==> src/rtl/mbw_pkg.sv <==
package mbw_pkg;

  localparam int unsigned CMD_W      = 64;
  localparam int unsigned WORD_W     = 32;
  localparam int unsigned NBYTES     = WORD_W / 8;
  localparam int unsigned WADDR_W    = 16;
  localparam int unsigned CORE_W     = 10;
  localparam int unsigned CORE_LSB   = 16;
  localparam int unsigned KEEP_LSB   = 27;
  localparam int unsigned DATA_LSB   = 32;
  localparam int unsigned SEL_LSB    = 2;
  localparam int unsigned SEL_W      = 3;
  localparam int unsigned OFS_W      = 12;

  typedef enum logic [2:0] {
    ST_IDLE,
    ST_RD_REQ,
    ST_RD_WAIT,
    ST_WR_REQ,
    ST_RESP
  } mbw_state_e;

  typedef enum logic [1:0] {
    OP_NONE,
    OP_MAIL,
    OP_ANY
  } mbw_op_e;

  typedef struct packed {
    mbw_op_e             op;
    logic                core_ok;
    logic [WADDR_W-1:0]  waddr;
    logic [CORE_W-1:0]   core;
    logic [NBYTES-1:0]   keep;
    logic [WORD_W-1:0]   data;
  } mbw_cmd_t;

endpackage

==> src/rtl/mbw_decode.sv <==
module mbw_decode
  import mbw_pkg::*;
#(
  parameter int unsigned          NUM_CORES = 4,
  parameter int unsigned          IN_ADDR_W = 16,
  parameter logic [OFS_W-1:0]     MAIL_OFS  = 12'h048,
  parameter logic [OFS_W-1:0]     ANY_OFS   = 12'h158,
  parameter logic [WADDR_W-1:0]   MBOX_BASE = 16'h1000
) (
  input  logic [IN_ADDR_W-1:0] addr,
  input  logic                 wide,
  input  logic [CMD_W-1:0]     cmd,
  output mbw_cmd_t             dec
);

  localparam logic [WADDR_W-1:0] MBOX_WORDS = MBOX_BASE + 16'h0020;

  logic [OFS_W-1:0]   ofs;
  logic [WADDR_W-1:0] mail_addr;

  assign ofs       = addr[OFS_W-1:0];
  assign mail_addr = MBOX_WORDS
                   + {{(WADDR_W-SEL_W-SEL_LSB){1'b0}}, cmd[SEL_LSB +: SEL_W], {SEL_LSB{1'b0}}};

  always_comb begin
    dec.op = OP_NONE;
    if (wide && ofs == MAIL_OFS) dec.op = OP_MAIL;
    else if (wide && ofs == ANY_OFS) dec.op = OP_ANY;
    dec.core    = cmd[CORE_LSB +: CORE_W];
    dec.core_ok = (32'(dec.core) < 32'(NUM_CORES));
    dec.waddr   = (dec.op == OP_MAIL) ? mail_addr : cmd[WADDR_W-1:0];
    dec.keep    = cmd[KEEP_LSB +: NBYTES];
    dec.data    = cmd[DATA_LSB +: WORD_W];
  end

endmodule

==> src/rtl/mbw_merge.sv <==
module mbw_merge
  import mbw_pkg::*;
#(
  parameter int unsigned LANES = NBYTES
) (
  input  logic [LANES*8-1:0] old_word,
  input  logic [LANES*8-1:0] new_word,
  input  logic [LANES-1:0]   keep,
  output logic [LANES*8-1:0] merged
);

  for (genvar i = 0; i < LANES; i++) begin : g_lane
    assign merged[i*8 +: 8] = keep[i] ? old_word[i*8 +: 8] : new_word[i*8 +: 8];
  end

endmodule

==> src/rtl/mbw_seq.sv <==
module mbw_seq
  import mbw_pkg::*;
#(
  parameter int unsigned NUM_CORES = 4
) (
  input  logic                clk,
  input  logic                rst_n,
  input  logic                cmd_valid,
  output logic                cmd_ready,
  input  mbw_cmd_t            dec,
  output logic                busy,
  output logic                rsp_valid,
  output logic                rsp_err,
  output logic                rd_valid,
  input  logic                rd_ready,
  input  logic                rd_rsp_valid,
  output logic                wr_valid,
  input  logic                wr_ready,
  output logic [WADDR_W-1:0]  req_addr,
  output logic [CORE_W-1:0]   req_core,
  output logic [WORD_W-1:0]   data_q,
  output logic [NBYTES-1:0]   keep_q,
  input  logic [WORD_W-1:0]   merged
);

  mbw_state_e state_q;
  logic       err_q;

  always_ff @(posedge clk) begin
    if (!rst_n) begin
      state_q  <= ST_IDLE;
      err_q    <= 1'b0;
      req_addr <= '0;
      req_core <= '0;
      data_q   <= '0;
      keep_q   <= '0;
    end else begin
      case (state_q)
        ST_IDLE: if (cmd_valid) begin
          err_q <= 1'b0;
          if (dec.op == OP_NONE) begin
            state_q <= ST_RESP;
          end else if (!dec.core_ok) begin
            err_q   <= 1'b1;
            state_q <= ST_RESP;
          end else begin
            req_addr <= dec.waddr;
            req_core <= dec.core;
            data_q   <= dec.data;
            keep_q   <= dec.keep;
            state_q  <= (dec.keep != '0) ? ST_RD_REQ : ST_WR_REQ;
          end
        end
        ST_RD_REQ:  if (rd_ready) state_q <= ST_RD_WAIT;
        ST_RD_WAIT: if (rd_rsp_valid) begin
          data_q  <= merged;
          state_q <= ST_WR_REQ;
        end
        ST_WR_REQ:  if (wr_ready) state_q <= ST_RESP;
        ST_RESP:    state_q <= ST_IDLE;
        default:    state_q <= ST_IDLE;
      endcase
    end
  end

  assign cmd_ready = (state_q == ST_IDLE);
  assign busy      = (state_q != ST_IDLE);
  assign rd_valid  = (state_q == ST_RD_REQ);
  assign wr_valid  = (state_q == ST_WR_REQ);
  assign rsp_valid = (state_q == ST_RESP);
  assign rsp_err   = rsp_valid && err_q;

  // a stalled request keeps its fields
  a_r9_rd_hold: assert property (@(posedge clk) disable iff (!rst_n)
    rd_valid && !rd_ready |=> rd_valid && $stable(req_addr) && $stable(req_core));
  a_r9_wr_hold: assert property (@(posedge clk) disable iff (!rst_n)
    wr_valid && !wr_ready |=> wr_valid && $stable(req_addr) && $stable(req_core) && $stable(data_q));
  // the write waits for the read data
  a_r5_wait_data: assert property (@(posedge clk) disable iff (!rst_n)
    rd_valid && rd_ready |=> !wr_valid);
  // completion follows the write handshake, then busy falls
  a_r8_resp_after_wr: assert property (@(posedge clk) disable iff (!rst_n)
    wr_valid && wr_ready |=> rsp_valid && !rsp_err);
  a_r8_busy_drop: assert property (@(posedge clk) disable iff (!rst_n)
    rsp_valid |=> !busy && cmd_ready);
  // write identity is a legal core
  a_r7_core_legal: assert property (@(posedge clk) disable iff (!rst_n)
    wr_valid |-> 32'(req_core) < 32'(NUM_CORES));

endmodule

==> src/rtl/mbox_rmw_writer.sv <==
module mbox_rmw_writer
  import mbw_pkg::*;
#(
  parameter int unsigned        NUM_CORES = 4,
  parameter int unsigned        IN_ADDR_W = 16,
  parameter logic [11:0]        MAIL_OFS  = 12'h048,
  parameter logic [11:0]        ANY_OFS   = 12'h158,
  parameter logic [15:0]        MBOX_BASE = 16'h1000
) (
  input  logic                 clk,
  input  logic                 rst_n,
  input  logic                 cmd_valid,
  output logic                 cmd_ready,
  input  logic [IN_ADDR_W-1:0] cmd_addr,
  input  logic                 cmd_wide,
  input  logic [63:0]          cmd_data,
  output logic                 busy,
  output logic                 rsp_valid,
  output logic                 rsp_err,
  output logic                 rd_valid,
  input  logic                 rd_ready,
  output logic [15:0]          rd_addr,
  output logic [9:0]           rd_core,
  input  logic                 rd_rsp_valid,
  input  logic [31:0]          rd_rsp_data,
  output logic                 wr_valid,
  input  logic                 wr_ready,
  output logic [15:0]          wr_addr,
  output logic [9:0]           wr_core,
  output logic [31:0]          wr_data
);

  mbw_cmd_t            dec;
  logic [WADDR_W-1:0]  req_addr;
  logic [CORE_W-1:0]   req_core;
  logic [WORD_W-1:0]   data_q;
  logic [NBYTES-1:0]   keep_q;
  logic [WORD_W-1:0]   merged;

  mbw_decode #(
    .NUM_CORES (NUM_CORES),
    .IN_ADDR_W (IN_ADDR_W),
    .MAIL_OFS  (MAIL_OFS),
    .ANY_OFS   (ANY_OFS),
    .MBOX_BASE (MBOX_BASE)
  ) u_decode (
    .addr (cmd_addr),
    .wide (cmd_wide),
    .cmd  (cmd_data),
    .dec  (dec)
  );

  mbw_merge #(.LANES(NBYTES)) u_merge (
    .old_word (rd_rsp_data),
    .new_word (data_q),
    .keep     (keep_q),
    .merged   (merged)
  );

  mbw_seq #(.NUM_CORES(NUM_CORES)) u_seq (
    .clk          (clk),
    .rst_n        (rst_n),
    .cmd_valid    (cmd_valid),
    .cmd_ready    (cmd_ready),
    .dec          (dec),
    .busy         (busy),
    .rsp_valid    (rsp_valid),
    .rsp_err      (rsp_err),
    .rd_valid     (rd_valid),
    .rd_ready     (rd_ready),
    .rd_rsp_valid (rd_rsp_valid),
    .wr_valid     (wr_valid),
    .wr_ready     (wr_ready),
    .req_addr     (req_addr),
    .req_core     (req_core),
    .data_q       (data_q),
    .keep_q       (keep_q),
    .merged       (merged)
  );

  assign rd_addr = req_addr;
  assign rd_core = req_core;
  assign wr_addr = req_addr;
  assign wr_core = req_core;
  assign wr_data = data_q;

  // an acting command for a missing core ends in an error pulse
  a_r2_bad_core: assert property (@(posedge clk) disable iff (!rst_n)
    cmd_valid && cmd_ready && dec.op != OP_NONE && !dec.core_ok |=> rsp_valid && rsp_err && !wr_valid && !rd_valid);
  // an ignored command completes without error or access
  a_r1_ignored: assert property (@(posedge clk) disable iff (!rst_n)
    cmd_valid && cmd_ready && dec.op == OP_NONE |=> rsp_valid && !rsp_err);

endmodule

==> config.mk <==
export PLATFORM = sky130hd
export DESIGN_NAME = mbox_rmw_writer
export DESIGN_NICKNAME = d
export VERILOG_FILES = /design/src/rtl/mbw_pkg.sv /design/src/rtl/mbw_decode.sv /design/src/rtl/mbw_merge.sv /design/src/rtl/mbw_seq.sv /design/src/rtl/mbox_rmw_writer.sv
export SDC_FILE = /design/constraint.sdc
export NUM_CORES = 1
export LEC_CHECK = 0
export ABC_CLOCK_PERIOD_IN_PS = 1800
export BUFFER_PORTS_ARGS = -buffer_cell sky130_fd_sc_hd__clkbuf_2
export CAP_MARGIN = 20
export CORE_AREA = 10 10 115 117
export DETAILED_ROUTE_END_ITERATION = 8
export DIE_AREA = 0 0 125 127
export HOLD_SLACK_MARGIN = 0.08
export PLACE_DENSITY = 0.67
export SKIP_CTS_REPAIR_TIMING = 1
export SYNTH_ARGS = -nofsm -noshare
export SYNTH_HDL_FRONTEND = slang
export SYNTH_SLANG_ARGS = --single-unit
==> constraint.sdc <==
create_clock -name clk -period 1.8 [get_ports clk]
set_clock_uncertainty 0.05 [all_clocks]
set_input_delay 0.18 -clock clk [delete_from_list [all_inputs] [get_ports clk]]
set_output_delay 0.18 -clock clk [all_outputs]
set_load 0.03 [all_outputs]
* Word level (Yosys, flattened, before mapping)
Index checks and enable logic that the tools add are counted.
** Storage, ports and cells
- Output and inout port bits :: 90
- Word-level logic and storage cells :: 66
- Register bits after elaboration :: 66
** Cells by class
- Add/sub/neg operators :: 1
- Equality and inequality tests :: 17
- Muxes and demuxes :: 22
- Bitwise operators :: 1
- Order comparisons :: 1
- Reductions and logical operators :: 15
** Operators with widths (count)
- $mux 32 :: 4
- $pmux 32 s2 :: 1
- $mux 8 :: 4
- $reduce_and 6->1 :: 4
- $mux 3 :: 6
- $mux 16 :: 1
- $add 13x5->14 const A :: 1
- $ne 2x1->1 const B :: 7
- $eq 12x7->1 const B :: 1
- $eq 12x9->1 const B :: 1
- $pmux 3 s4 :: 1
- $lt 10x3->1 const B :: 1
- $reduce_and 4->1 :: 2
- $eq 3x2->1 const B :: 2
- $mux 2 :: 3
- $ne 2x2->1 const B :: 3
- $reduce_bool 4->1 :: 1
- $eq 3x1->1 const B :: 1
- $eq 3x3->1 const B :: 1
- $logic_and 1x1->1 :: 3
- $logic_not 3->1 :: 1
- $reduce_bool 3->1 :: 1
- $eq 2x1->1 const B :: 1
- $logic_not 2->1 :: 1
- 4 further kinds :: 5

* Logic depth before layout (Yosys ltp)
Gate-level depths: netlist of run 1.
- Depth in word-level cells :: 8
- Gate-level depth with buffers :: 7

* By module
Synthesis of run 1 repeated with hierarchy kept, for this count alone.
** Unflattened totals
- Cell total of the unflattened synthesis :: 474
- Area, all modules :: 4563.1 um^2
** By module, submodules not included
- mbw_seq :: area each 3161.8 um^2, cells each 324, instances 1, seq. area each 1321.3 um^2
- mbw_decode :: area each 680.7 um^2, cells each 88, instances 1, seq. area each 0.0 um^2
- mbw_merge :: area each 525.5 um^2, cells each 36, instances 1, seq. area each 0.0 um^2
- mbox_rmw_writer :: area each 195.2 um^2, cells each 26, instances 1, seq. area each 0.0 um^2

* Least setup slack after synthesis of run 1
Ideal clock, no wire load.
- Kind :: reg-to-reg
- Start point :: register u_seq.state_q[1]
- End point :: register u_seq.state_q[1]
- Data required time :: 1.654 ns
- Arrival time :: 1.617 ns
- Cell stages (with the launch flop) :: 7
- Setup time :: 0.096 ns
- Slack :: 0.037 ns
- Period minus slack after synthesis :: 1.763 ns
- Cell sequence :: dfxtp_1 -> buf_6 -> buf_2 -> nor3_2 -> nand2_1 -> o31a_1 -> nor4b_1
** Between the ends
- Cells in the longest elaborated chain, start to end :: 3
** Ends and longest elaborated chain
- start: declaration :: RTL line mbw_seq.sv:26 : mbw_state_e state_q;
- start signal: assignment :: RTL line mbw_seq.sv:51 : state_q <= (dec.keep != '0) ? ST_RD_REQ : ST_WR_REQ;
- $logic_not 3->1 *
- net cmd_ready :: RTL line mbox_rmw_writer.sv:13 : output logic cmd_ready,
- $ne 2x2->1 (no source line)
- $reduce_and 4->1 (no source line)
Mark *: on every way through the listed nets, which the timed path passes. The rest lies on a longest branch.
A chain may end at the register's enable or synchronous reset.

* Worst setup path in the final report of run 1
- Start point :: register u_seq.state_q[0]
- End point :: register u_seq.data_q[22]
** Between the ends
- Cells in the longest elaborated chain, start to end :: 3
** Ends and longest elaborated chain
- $eq 3x2->1 / $logic_not 3->1 (equally long branches) :: RTL line mbw_seq.sv:38 : case (state_q)
- $ne 2x1->1 (no source line), or another cell as far along
- $reduce_and 6->1 (no source line)
- end signal: assignment :: RTL line mbw_seq.sv:49 : data_q <= dec.data;
- end signal: assignment :: RTL line mbw_seq.sv:56 : data_q <= merged;
- end: declaration :: RTL line mbw_seq.sv:21 : output logic [WORD_W-1:0] data_q,
Parallel ways exist; a longest one is shown, timed or not.

==> impl_metrics.env, run 1 <==
export IMPL_p_seq_share_pct=36.7
export IMPL_run_status="finished, final reports clean"
export IMPL_min_period_over_period_pct=95.8
export IMPL_n_fill_cell=1059
export IMPL_floorplan_die_width_um=125
export IMPL_cp_required_ns=1.96
export IMPL_post_synth_most_frequent_cells="66 x sky130_fd_sc_hd__dfxtp_1, 35 x sky130_fd_sc_hd__inv_1, 35 x sky130_fd_sc_hd__nor2_1, 34 x sky130_fd_sc_hd__a31oi_1"
export IMPL_wl_um=12000
export IMPL_cts_reportedPaths_clkPinSlew_ns=0.06
export IMPL_flow_area_growth_from_synthesis_pct=47.9
export IMPL_asr_flop_ratio_synth_pct=0
export IMPL_num_vias=3648
export IMPL_critPathCaptureType="register"
export IMPL_tritoncts="built"
export IMPL_timing_final_max_slew_violations=0
export IMPL_finalNonFillerCells=734
export IMPL_path_class="register to register"
export IMPL_grt_pass1_wl_um=18600
export IMPL_grt_ovfl_total=0
export IMPL_yosys_area_top_type="sky130_fd_sc_hd__dfxtp_1"
export IMPL_mappedNetlistArea_um2=3430
export IMPL_final_min_period_ns=1.72
export IMPL_tritoncts_num_buffers=9
export IMPL_synth_area_leaders="sky130_fd_sc_hd__dfxtp_1 39%, sky130_fd_sc_hd__o221a_2 9.9%, sky130_fd_sc_hd__buf_4 6.6%"
export IMPL_highest_layer="met4"
export IMPL_ys_ff_latch=66
export IMPL_clkSinkCount=66
export IMPL_timing_max_cap_violations=0
export IMPL_gp_congestion=0.930
export IMPL_floorplan_io_pins=209
export IMPL_min_delay_path_class="input port to register"
export IMPL_power_frac_clock_pct=55.0
export IMPL_pwr_share_comb_pct=8.2
export IMPL_route_detailed_drc=0
export IMPL_worst_slew_pin_transition_ns=0.688
export IMPL_hold_violations=0
export IMPL_hold_slack_ns=0.0695
export IMPL_worstPathMaxFanout=33
export IMPL_met2RoutedLength_um=5690
export IMPL_leakage_uw=0.00245
export IMPL_synth_edf_count=0
export IMPL_rows=39
export IMPL_min_path_cells=3
export IMPL_fmax_ghz=0.580
export IMPL_synth_flop_cell="sky130_fd_sc_hd__dfxtp_1"
export IMPL_design_final_nets=705
export IMPL_number_of_levels_the_h_tree_was_split_into=3
export IMPL_final_util_pct=45.5
export IMPL_power_density_nw_per_um2=788
export IMPL_fp_coreArea_um2=11100
export IMPL_port_buffer_count=202
export IMPL_die_area_um2=15900
export IMPL_post_route_cells_drive_above_1_share_pct=49.9
export IMPL_syn_inst=390
export IMPL_fin_setup_tns_ns=0
export IMPL_detailedRoute_firstPassIterationCount=4
export IMPL_cell_internal_pwr_uw=3180
export IMPL_endpoint_arrival_time_on_the_critical_path_ns=1.89
export IMPL_route_detailed_wl_per_inst_um=16.4
export IMPL_initial_antenna_violation_count=0
export IMPL_count_of_unique_library_cells_instantiated_by_yosys=40
export IMPL_cts_root_buffer_cell="sky130_fd_sc_hd__clkbuf_16"
export IMPL_timing_final_setup_violations=0
export IMPL_diodes=0
export IMPL_mappedNetlistNets=509
export IMPL_grt_max_degree=65
export IMPL_net_switching_component_of_the_power_uw=811
export IMPL_yosysMostFrequentCell="sky130_fd_sc_hd__dfxtp_1"
export IMPL_synthDominantCellAreaShare_pct=38.6
export IMPL_dpl_hpwl_um=9250
export IMPL_timing_max_slew_rel_slack_pct=53.9
export IMPL_wl_met1_um=5180
export IMPL_grt_pass1_vias=3724
export IMPL_vdd_drop_max_uv=489
export IMPL_crit_path_start_kind="register"
export IMPL_avgViaCountPerCell=4.97
export IMPL_initial_utilization_pct=30.8
export IMPL_dr_first_iter_drc_count=192
export IMPL_clkLatencyLatePin_ns=0.32
export IMPL_die_h_um=127
export IMPL_design_power_total_uw=3990
export IMPL_met3_wirelength_um=1010
export IMPL_ant_nets=0
export IMPL_gr_usage_all_layers_pct=14.1
export IMPL_cell_count_after_placement=700
export IMPL_synth_seq_area_share_pct=38.6
export IMPL_reg2regPathDepth=5
export IMPL_cts_buffer_depth=2
export IMPL_sw_frac_of_total_pct=20.3
export IMPL_yosys_warnings=0
export IMPL_post_synth_cell_area_avg_um2=8.78
[layout by cell type (no fill, tap or decap), drive strengths merged, types with 8 or more instances in the layout]
cell type | synthesis | routed
clkbuf | 14 | 212
dfxtp | 66 | 66
inv | 35 | 35
nor2 | 35 | 35
a31oi | 34 | 34
o221a | 32 | 32
buf | 49 | 29
o21ai | 24 | 24
a21boi | 22 | 22
dlygate4sd3 | 0 | 17
nand4 | 15 | 15
nand3 | 14 | 14
and3 | 10 | 10
nand2 | 8 | 8
[per-stage QoR]
| stage | setup slack (ns) | instance area, µm² |
|---|---|---|
| 3_3_place_gp | 0.0150 | 4470 |
| 5_1_grt | -0.00684 | 5070 |
| 3_5_place_dp | 0.0117 | 4470 |
| 4_1_cts | 0.0237 | 4850 |
| 6_report | 0.0761 | 5070 |
| 2_1_floorplan | 0.0368 | 3430 |
[cell families after synthesis]
| family | synth area share, % |
|---|---|
| and+or+nand+nor | 17.0 |
| AOI/OAI and AO/OA | 27.8 |
| muxes | 0.877 |
| DFF | 38.6 |
| buffers and inverters | 15.5 |
| xor gates and xnor gates | 0.256 |
[power groups by stage]
stage | combinational [µW] | sequential, µW | clock (µW)
final | 329 | 1470 | 2200
after global routing | 363 | 1470 | 2300
after CTS | 299 | 1470 | 2250
after detailed placement | 296 | 1500 | 0
after global placement | 291 | 1500 | 0
after floorplan | 124 | 1500 | 0
[flip-flops by register name (all words and copies together) (netlist names)]
register        flops
u_seq.data_q       32
u_seq.err_q         1
u_seq.keep_q        4
u_seq.req_addr     16
u_seq.req_core     10
u_seq.state_q       3
[per-layer routing]
metal	track usage [%]	vias up
met5	0	-
met4	5.35	0
met3	5.13	17
met2	23.4	180
met1	16.2	1662
li1	-	1789
[worst max-delay path, cell delays in order, from the launching register on]
cell	delay (ns)
sky130_fd_sc_hd__dfxtp_2	0.34
sky130_fd_sc_hd__nor4b_4	0.37
sky130_fd_sc_hd__nand4_1	0.14
sky130_fd_sc_hd__o21ba_2	0.25
sky130_fd_sc_hd__buf_12	0.16
sky130_fd_sc_hd__o221a_2	0.29
[layout make-up]
cell class,instances,area (µm²),area share [%]
inverters,35,131,2.59
multi-input cells,226,1600,31.5
repair buffers,248,1460,28.8
clock buffers,10,239,4.72
flip-flops and latches,66,1330,26.2
well taps,143,179,3.53
clock inverters,6,138,2.72
[path summary, 6_finish.rpt]
path	start	endpoint	slack, ns
worst max-delay path	u_seq.state_q[0]	u_seq.data_q[22]	0.08
worst min-delay path	cmd_data[29]	u_seq.keep_q[2]	0.07
worst max register to register	u_seq.state_q[0]	u_seq.data_q[22]	0.08
worst min register to register	u_seq.err_q	u_seq.err_q	0.42
Note: power is estimated with default switching activity, not from simulation.
==> run 2, diff against run 1 <==
CTS_BUF_LIST = sky130_fd_sc_hd__clkbuf_8   (was not set)
==> impl_metrics.env, run 2 (synthesis results as in run 1) <==
export IMPL_die_h_um=127
export IMPL_rows=39
export IMPL_die_area_um2=15900
export IMPL_endpoint_arrival_time_on_the_critical_path_ns=1.91
export IMPL_route_detailed_wl_per_inst_um=16.4
export IMPL_most_common_layout_cells="202 x sky130_fd_sc_hd__clkbuf_2, 64 x sky130_fd_sc_hd__dfxtp_1, 35 x sky130_fd_sc_hd__inv_1, 35 x sky130_fd_sc_hd__nor2_1, 34 x sky130_fd_sc_hd__a31oi_1"
export IMPL_path_class="register to register"
export IMPL_timing_critical_path_cells="nor4b_4, nand4_1, o21ba_2, buf_12, o221a_2"
export IMPL_grt_pass1_vias=3710
export IMPL_cp_slowest_cell="sky130_fd_sc_hd__nor4b_4"
export IMPL_clkSinkCount=66
export IMPL_cts_reportedPaths_clkPinSlew_ns=0.08
export IMPL_cell_count_after_placement=700
export IMPL_flow_area_growth_from_synthesis_pct=46.0
export IMPL_tritoncts="built"
export IMPL_timing_final_setup_violations=0
export IMPL_port_buffer_count=202
export IMPL_timing_max_slew_rel_slack_pct=54.6
export IMPL_cts_root_buffer_cell="sky130_fd_sc_hd__clkbuf_8"
export IMPL_grt_max_degree=65
export IMPL_finalNonFillerCells=738
export IMPL_power_density_nw_per_um2=701
export IMPL_largest_register_by_flop_count="u_seq.data_q"
export IMPL_critPathCaptureType="register"
export IMPL_ant_nets=0
export IMPL_final_min_period_ns=1.72
export IMPL_cts_buffer_depth=2
export IMPL_dr_first_iter_drc_count=206
export IMPL_worst_slew_pin_transition_ns=0.678
export IMPL_floorplan_die_width_um=125
export IMPL_leakage_uw=0.00242
export IMPL_setup_slack_ns=0.0795
export IMPL_design_power_total_uw=3510
export IMPL_fin_area_um2=5000
export IMPL_grt_ovfl_total=0
export IMPL_layout_commonest_cell="sky130_fd_sc_hd__clkbuf_2"
export IMPL_design_final_nets=709
export IMPL_flip_flop_count_of_the_largest_register_all_copies_and_words_added=32
export IMPL_wl_um=12100
export IMPL_timing_max_cap_violations=0
export IMPL_detailedRoute_firstPassIterationCount=4
export IMPL_min_delay_path_class="input port to register"
export IMPL_fin_setup_tns_ns=0
export IMPL_num_vias=3667
export IMPL_initial_antenna_violation_count=0
export IMPL_route_detailed_drc=0
export IMPL_floorplan_io_pins=209
export IMPL_placed_cell_area_um2=4470
export IMPL_timing_final_max_slew_violations=0
export IMPL_min_period_over_period_pct=95.6
export IMPL_dp_worst_setup_slack_ns=0.0117
export IMPL_clkLatencyLatePin_ns=0.34
export IMPL_avgViaCountPerCell=4.97
export IMPL_gp_congestion=0.930
export IMPL_dpl_hpwl_um=9250
export IMPL_diodes=0
export IMPL_gr_usage_all_layers_pct=14.0
export IMPL_tritoncts_num_buffers=9
export IMPL_vdd_drop_max_uv=426
export IMPL_cpPeakStageDelay_ns=0.37
export IMPL_number_of_levels_the_h_tree_was_split_into=3
export IMPL_cp_required_ns=1.98
export IMPL_setup_repair_after_global_routing_missed_its_margin="yes"
export IMPL_fmax_ghz=0.581
export IMPL_worstPathMaxFanout=33
export IMPL_leading_registers_by_flop_count="u_seq.data_q x32, u_seq.req_addr x16, u_seq.req_core x10"
export IMPL_post_route_cells_drive_above_1_share_pct=49.2
export IMPL_hold_violations=0
export IMPL_fp_coreArea_um2=11100
export IMPL_initial_utilization_pct=30.8
export IMPL_run_status="finished, final reports clean"
export IMPL_grt_pass1_wl_um=18500
export IMPL_crit_path_start_kind="register"
-- run 2: changes by cell type in the layout (fill, tap and decap cells not counted), sizes merged --
cell and change:
dlygate4sd3 +5, buf -1
-- run 2: power breakdown --
group,switching (µW),leakage [µW],internal [µW]
clock,603,0.000137,1100
sequential,3.10,0.000533,1460
combinational,149,0.00175,186
total,756,0.00242,2750
-- run 2: layer usage --
layer / GRT usage, % / vias to the layer above / wire [µm]
met5: 0 / - / 0
met4: 3.86 / 0 / 130
met3: 5.75 / 9 / 1030
met2: 23.6 / 181 / 5730
met1: 16.1 / 1685 / 5220
li1: - / 1792 / -
-- run 2: final cells by class --
type / count / area (µm²)
Clock buffer: 10 / 138
Clock inverter: 6 / 138
Fill cell: 1076 / 6120
Inverter: 35 / 131
Multi-Input combinational cell: 226 / 1600
Sequential cell: 66 / 1320
Tap cell: 143 / 179
Timing Repair Buffer: 252 / 1500
-- run 2: worst max-delay path, delay by kind of cell, from the launching register on --
kind | cells | cell delay [ns]
AOI/OAI and AO/OA | 2 | 0.53
buffers and inverters | 1 | 0.17
DFF | 1 | 0.35
and+or+nand+nor | 2 | 0.51
-- run 2: worst paths after layout --
check             cells after the start             start  slack (ns)                to
hold / removal                        4          wr_ready        0.12  u_seq.state_q[1]
setup / recovery                      5  u_seq.state_q[1]        0.08  u_seq.data_q[22]
setup reg to reg                      5  u_seq.state_q[1]        0.08  u_seq.data_q[22]
hold reg to reg                       2       u_seq.err_q        0.42       u_seq.err_q
-- run 2: through the flow --
stage	utilization, %	hold slack [ns]
floorplan	-	0.281
global placement	40.2	0.378
detailed placement	40.2	0.383
CTS	42.6	0.00700
global route	45.0	0.126
finish	45.0	0.120
==> run 3, diff against run 2 <==
--- a/config.mk
+++ b/config.mk
@@ -7,3 +7,3 @@
 export LEC_CHECK = 0
-export ABC_CLOCK_PERIOD_IN_PS = 1800
+export ABC_CLOCK_PERIOD_IN_PS = 1600
 export BUFFER_PORTS_ARGS = -buffer_cell sky130_fd_sc_hd__clkbuf_2
@@ -15,3 +15,4 @@
 export HOLD_SLACK_MARGIN = 0.08
-export PLACE_DENSITY = 0.67
+export PLACE_DENSITY = 0.64
+export SETUP_SLACK_MARGIN = 0.2
 export SKIP_CTS_REPAIR_TIMING = 1
==> constraint.sdc (replaced) <==
create_clock -name clk -period 1.6 [get_ports clk]
set_clock_uncertainty 0.05 [all_clocks]
set_input_delay 0.08 -clock clk [delete_from_list [all_inputs] [get_ports clk]]
set_output_delay 0.08 -clock clk [all_outputs]
set_load 0.03 [all_outputs]
==> impl_metrics.env, run 3 (synthesis results as in run 1) <==
export IMPL_sw_frac_of_total_pct=22.5
export IMPL_initial_utilization_pct=30.8
export IMPL_crit_cells=7
export IMPL_cts_buffer_depth=2
export IMPL_cpPeakStageDelay_ns=0.37
export IMPL_path_class="register to register"
export IMPL_timing_max_slew_rel_slack_pct=65.3
export IMPL_critPathMostFrequentCell="sky130_fd_sc_hd__buf_6"
export IMPL_design_final_nets=738
export IMPL_worst_slew_pin_transition_ns=0.521
export IMPL_critPathCaptureType="register"
export IMPL_vdd_drop_max_uv=362
export IMPL_grt_pass1_vias=3628
export IMPL_number_of_levels_the_h_tree_was_split_into=3
export IMPL_leading_registers_by_flop_count="u_seq.data_q x32, u_seq.req_addr x16, u_seq.req_core x10"
export IMPL_finalNonFillerCells=767
export IMPL_hold_violations=0
export IMPL_detailedRoute_firstPassIterationCount=4
export IMPL_wl_um=14000
export IMPL_dp_worst_setup_slack_ns=-0.231
export IMPL_min_delay_path_class="input port to register"
export IMPL_crit_path_start_kind="register"
export IMPL_r2r_end="u_seq.data_q[13]"
export IMPL_tritoncts="built"
export IMPL_power_frac_clock_pct=45.9
export IMPL_power_density_nw_per_um2=660
export IMPL_reg2reg_slack_ns=-0.10
export IMPL_cell_count_after_placement=708
export IMPL_diodes=0
export IMPL_reg2regPathDepth=7
export IMPL_cts_reportedPaths_clkPinSlew_ns=0.08
export IMPL_worstReg2RegStart="u_seq.state_q[2]"
export IMPL_die_area_um2=15900
export IMPL_fmax_ghz=0.587
export IMPL_cp_slowest_cell="sky130_fd_sc_hd__dfxtp_1"
export IMPL_dr_first_iter_drc_count=171
export IMPL_fp_coreArea_um2=11100
export IMPL_p_seq_share_pct=42.4
export IMPL_worstPathMaxFanout=16
export IMPL_timing_final_max_slew_violations=0
export IMPL_port_buffer_count=202
export IMPL_cts_root_buffer_cell="sky130_fd_sc_hd__clkbuf_8"
export IMPL_initial_antenna_violation_count=1
export IMPL_cp_required_ns=1.84
export IMPL_route_detailed_drc=0
export IMPL_clkSinkCount=66
export IMPL_gp_congestion=0.911
export IMPL_clkLatencyLatePin_ns=0.34
export IMPL_fin_setup_tns_ns=-2.75
export IMPL_hold_slack_ns=0.0989
export IMPL_dpl_hpwl_um=9720
export IMPL_cell_internal_pwr_uw=3010
export IMPL_die_h_um=127
export IMPL_endpoint_arrival_time_on_the_critical_path_ns=1.94
export IMPL_net_switching_component_of_the_power_uw=871
export IMPL_run_status="finished, violations left"
export IMPL_rows=39
export IMPL_grt_pass1_wl_um=19400
export IMPL_setup_slack_ns=-0.104
export IMPL_timing_critical_path_cells="buf_6, nor3b_4, buf_6, buf_12, nor2_1, a31oi_1, o221a_4"
export IMPL_final_min_period_ns=1.70
export IMPL_worstPathBufferInverterCount=3
export IMPL_grt_max_degree=65
export IMPL_most_common_layout_cells="196 x sky130_fd_sc_hd__clkbuf_2, 64 x sky130_fd_sc_hd__dfxtp_1, 34 x sky130_fd_sc_hd__inv_1, 34 x sky130_fd_sc_hd__nor2_1, 31 x sky130_fd_sc_hd__a31oi_1"
export IMPL_gr_usage_all_layers_pct=14.8
export IMPL_floorplan_die_width_um=125
export IMPL_pwr_share_comb_pct=11.7
export IMPL_route_detailed_wl_per_inst_um=18.2
export IMPL_min_period_over_period_pct=106
export IMPL_setup_repair_after_global_routing_missed_its_margin="yes"
export IMPL_flip_flop_count_of_the_largest_register_all_copies_and_words_added=32
export IMPL_floorplan_io_pins=209
export IMPL_n_fill_cell=1031
export IMPL_grt_ovfl_total=0
export IMPL_timing_max_cap_violations=0
export IMPL_ant_nets=0
export IMPL_avgViaCountPerCell=4.98
export IMPL_crit_path_start="u_seq.state_q[2]"
export IMPL_largest_register_by_flop_count="u_seq.data_q"
export IMPL_tritoncts_num_buffers=9
export IMPL_num_vias=3819
export IMPL_timing_final_setup_violations=56
export IMPL_violated_checks="negative setup slack"
export IMPL_timing_critical_path_max_delay_family="buffers and inverters"
export IMPL_flow_area_growth_from_synthesis_pct=71.7
export IMPL_post_route_cells_drive_above_1_share_pct=59.5
export IMPL_layout_commonest_cell="sky130_fd_sc_hd__clkbuf_2"
export IMPL_setup_worst_path_end="u_seq.data_q[13]"
export IMPL_leakage_uw=0.00276
export IMPL_design_power_total_uw=3880
[run 3: layout make-up]
cell class | instances | area, µm² | share of cell area, %
Clock buffer | 11 | 151 | 2.57
Clock inverter | 5 | 101 | 1.72
Inverter | 35 | 134 | 2.28
Multi-Input combinational cell | 227 | 2050 | 34.8
Sequential cell | 66 | 1330 | 22.5
Tap cell | 143 | 179 | 3.04
Timing Repair Buffer | 280 | 1940 | 33.1
[run 3: power groups by stage]
stage                     clock network [µW]  registers (µW)  logic (µW)
after CTS                               1820            1650         361
after global routing                    1890            1650         494
after floorplan                            0            1680         148
final                                   1780            1650         452
after detailed placement                   0            1680         359
after global placement                     0            1680         352
[run 3: worst reg2reg max path, cell delays in order (launching register included)]
cell and delay [ns]:
sky130_fd_sc_hd__dfxtp_1 0.37, sky130_fd_sc_hd__buf_6 0.18, sky130_fd_sc_hd__nor3b_4 0.25, sky130_fd_sc_hd__buf_6 0.16, sky130_fd_sc_hd__buf_12 0.15, sky130_fd_sc_hd__nor2_1 0.05
sky130_fd_sc_hd__a31oi_1 0.22, sky130_fd_sc_hd__o221a_4 0.23
[run 3: worst min-delay path by stage]
stage,cells after the start,slack (ns),startpoint,to
CTS,3,-0.1,cmd_data[2],u_seq.req_addr[2]
floorplan,2,0.17,cmd_data[27],u_seq.keep_q[0]
finish,5,0.1,cmd_data[29],u_seq.state_q[1]
global route,5,0.12,cmd_data[29],u_seq.state_q[1]
global placement,3,0.27,cmd_data[2],u_seq.req_addr[2]
detailed placement,3,0.28,cmd_data[2],u_seq.req_addr[2]
[run 3: layer usage]
metal / track usage, % / vias to the layer above / part of all wire (%)
met1: 16.7 / 1769 / 41
met2: 24.5 / 168 / 49
met4: 5.49 / 0 / 1.4
li1: - / 1865 / -
met5: 0 / - / 0
met3: 6.24 / 17 / 8.5
[run 3: through the flow]
stage / utilization (%) / instance area [µm²]
after floorplan: - / 3590
after global placement: 42.2 / 4700
after detailed placement: 42.2 / 4700
after CTS: 44.5 / 4950
after global routing: 52.9 / 5880
final: 52.9 / 5880
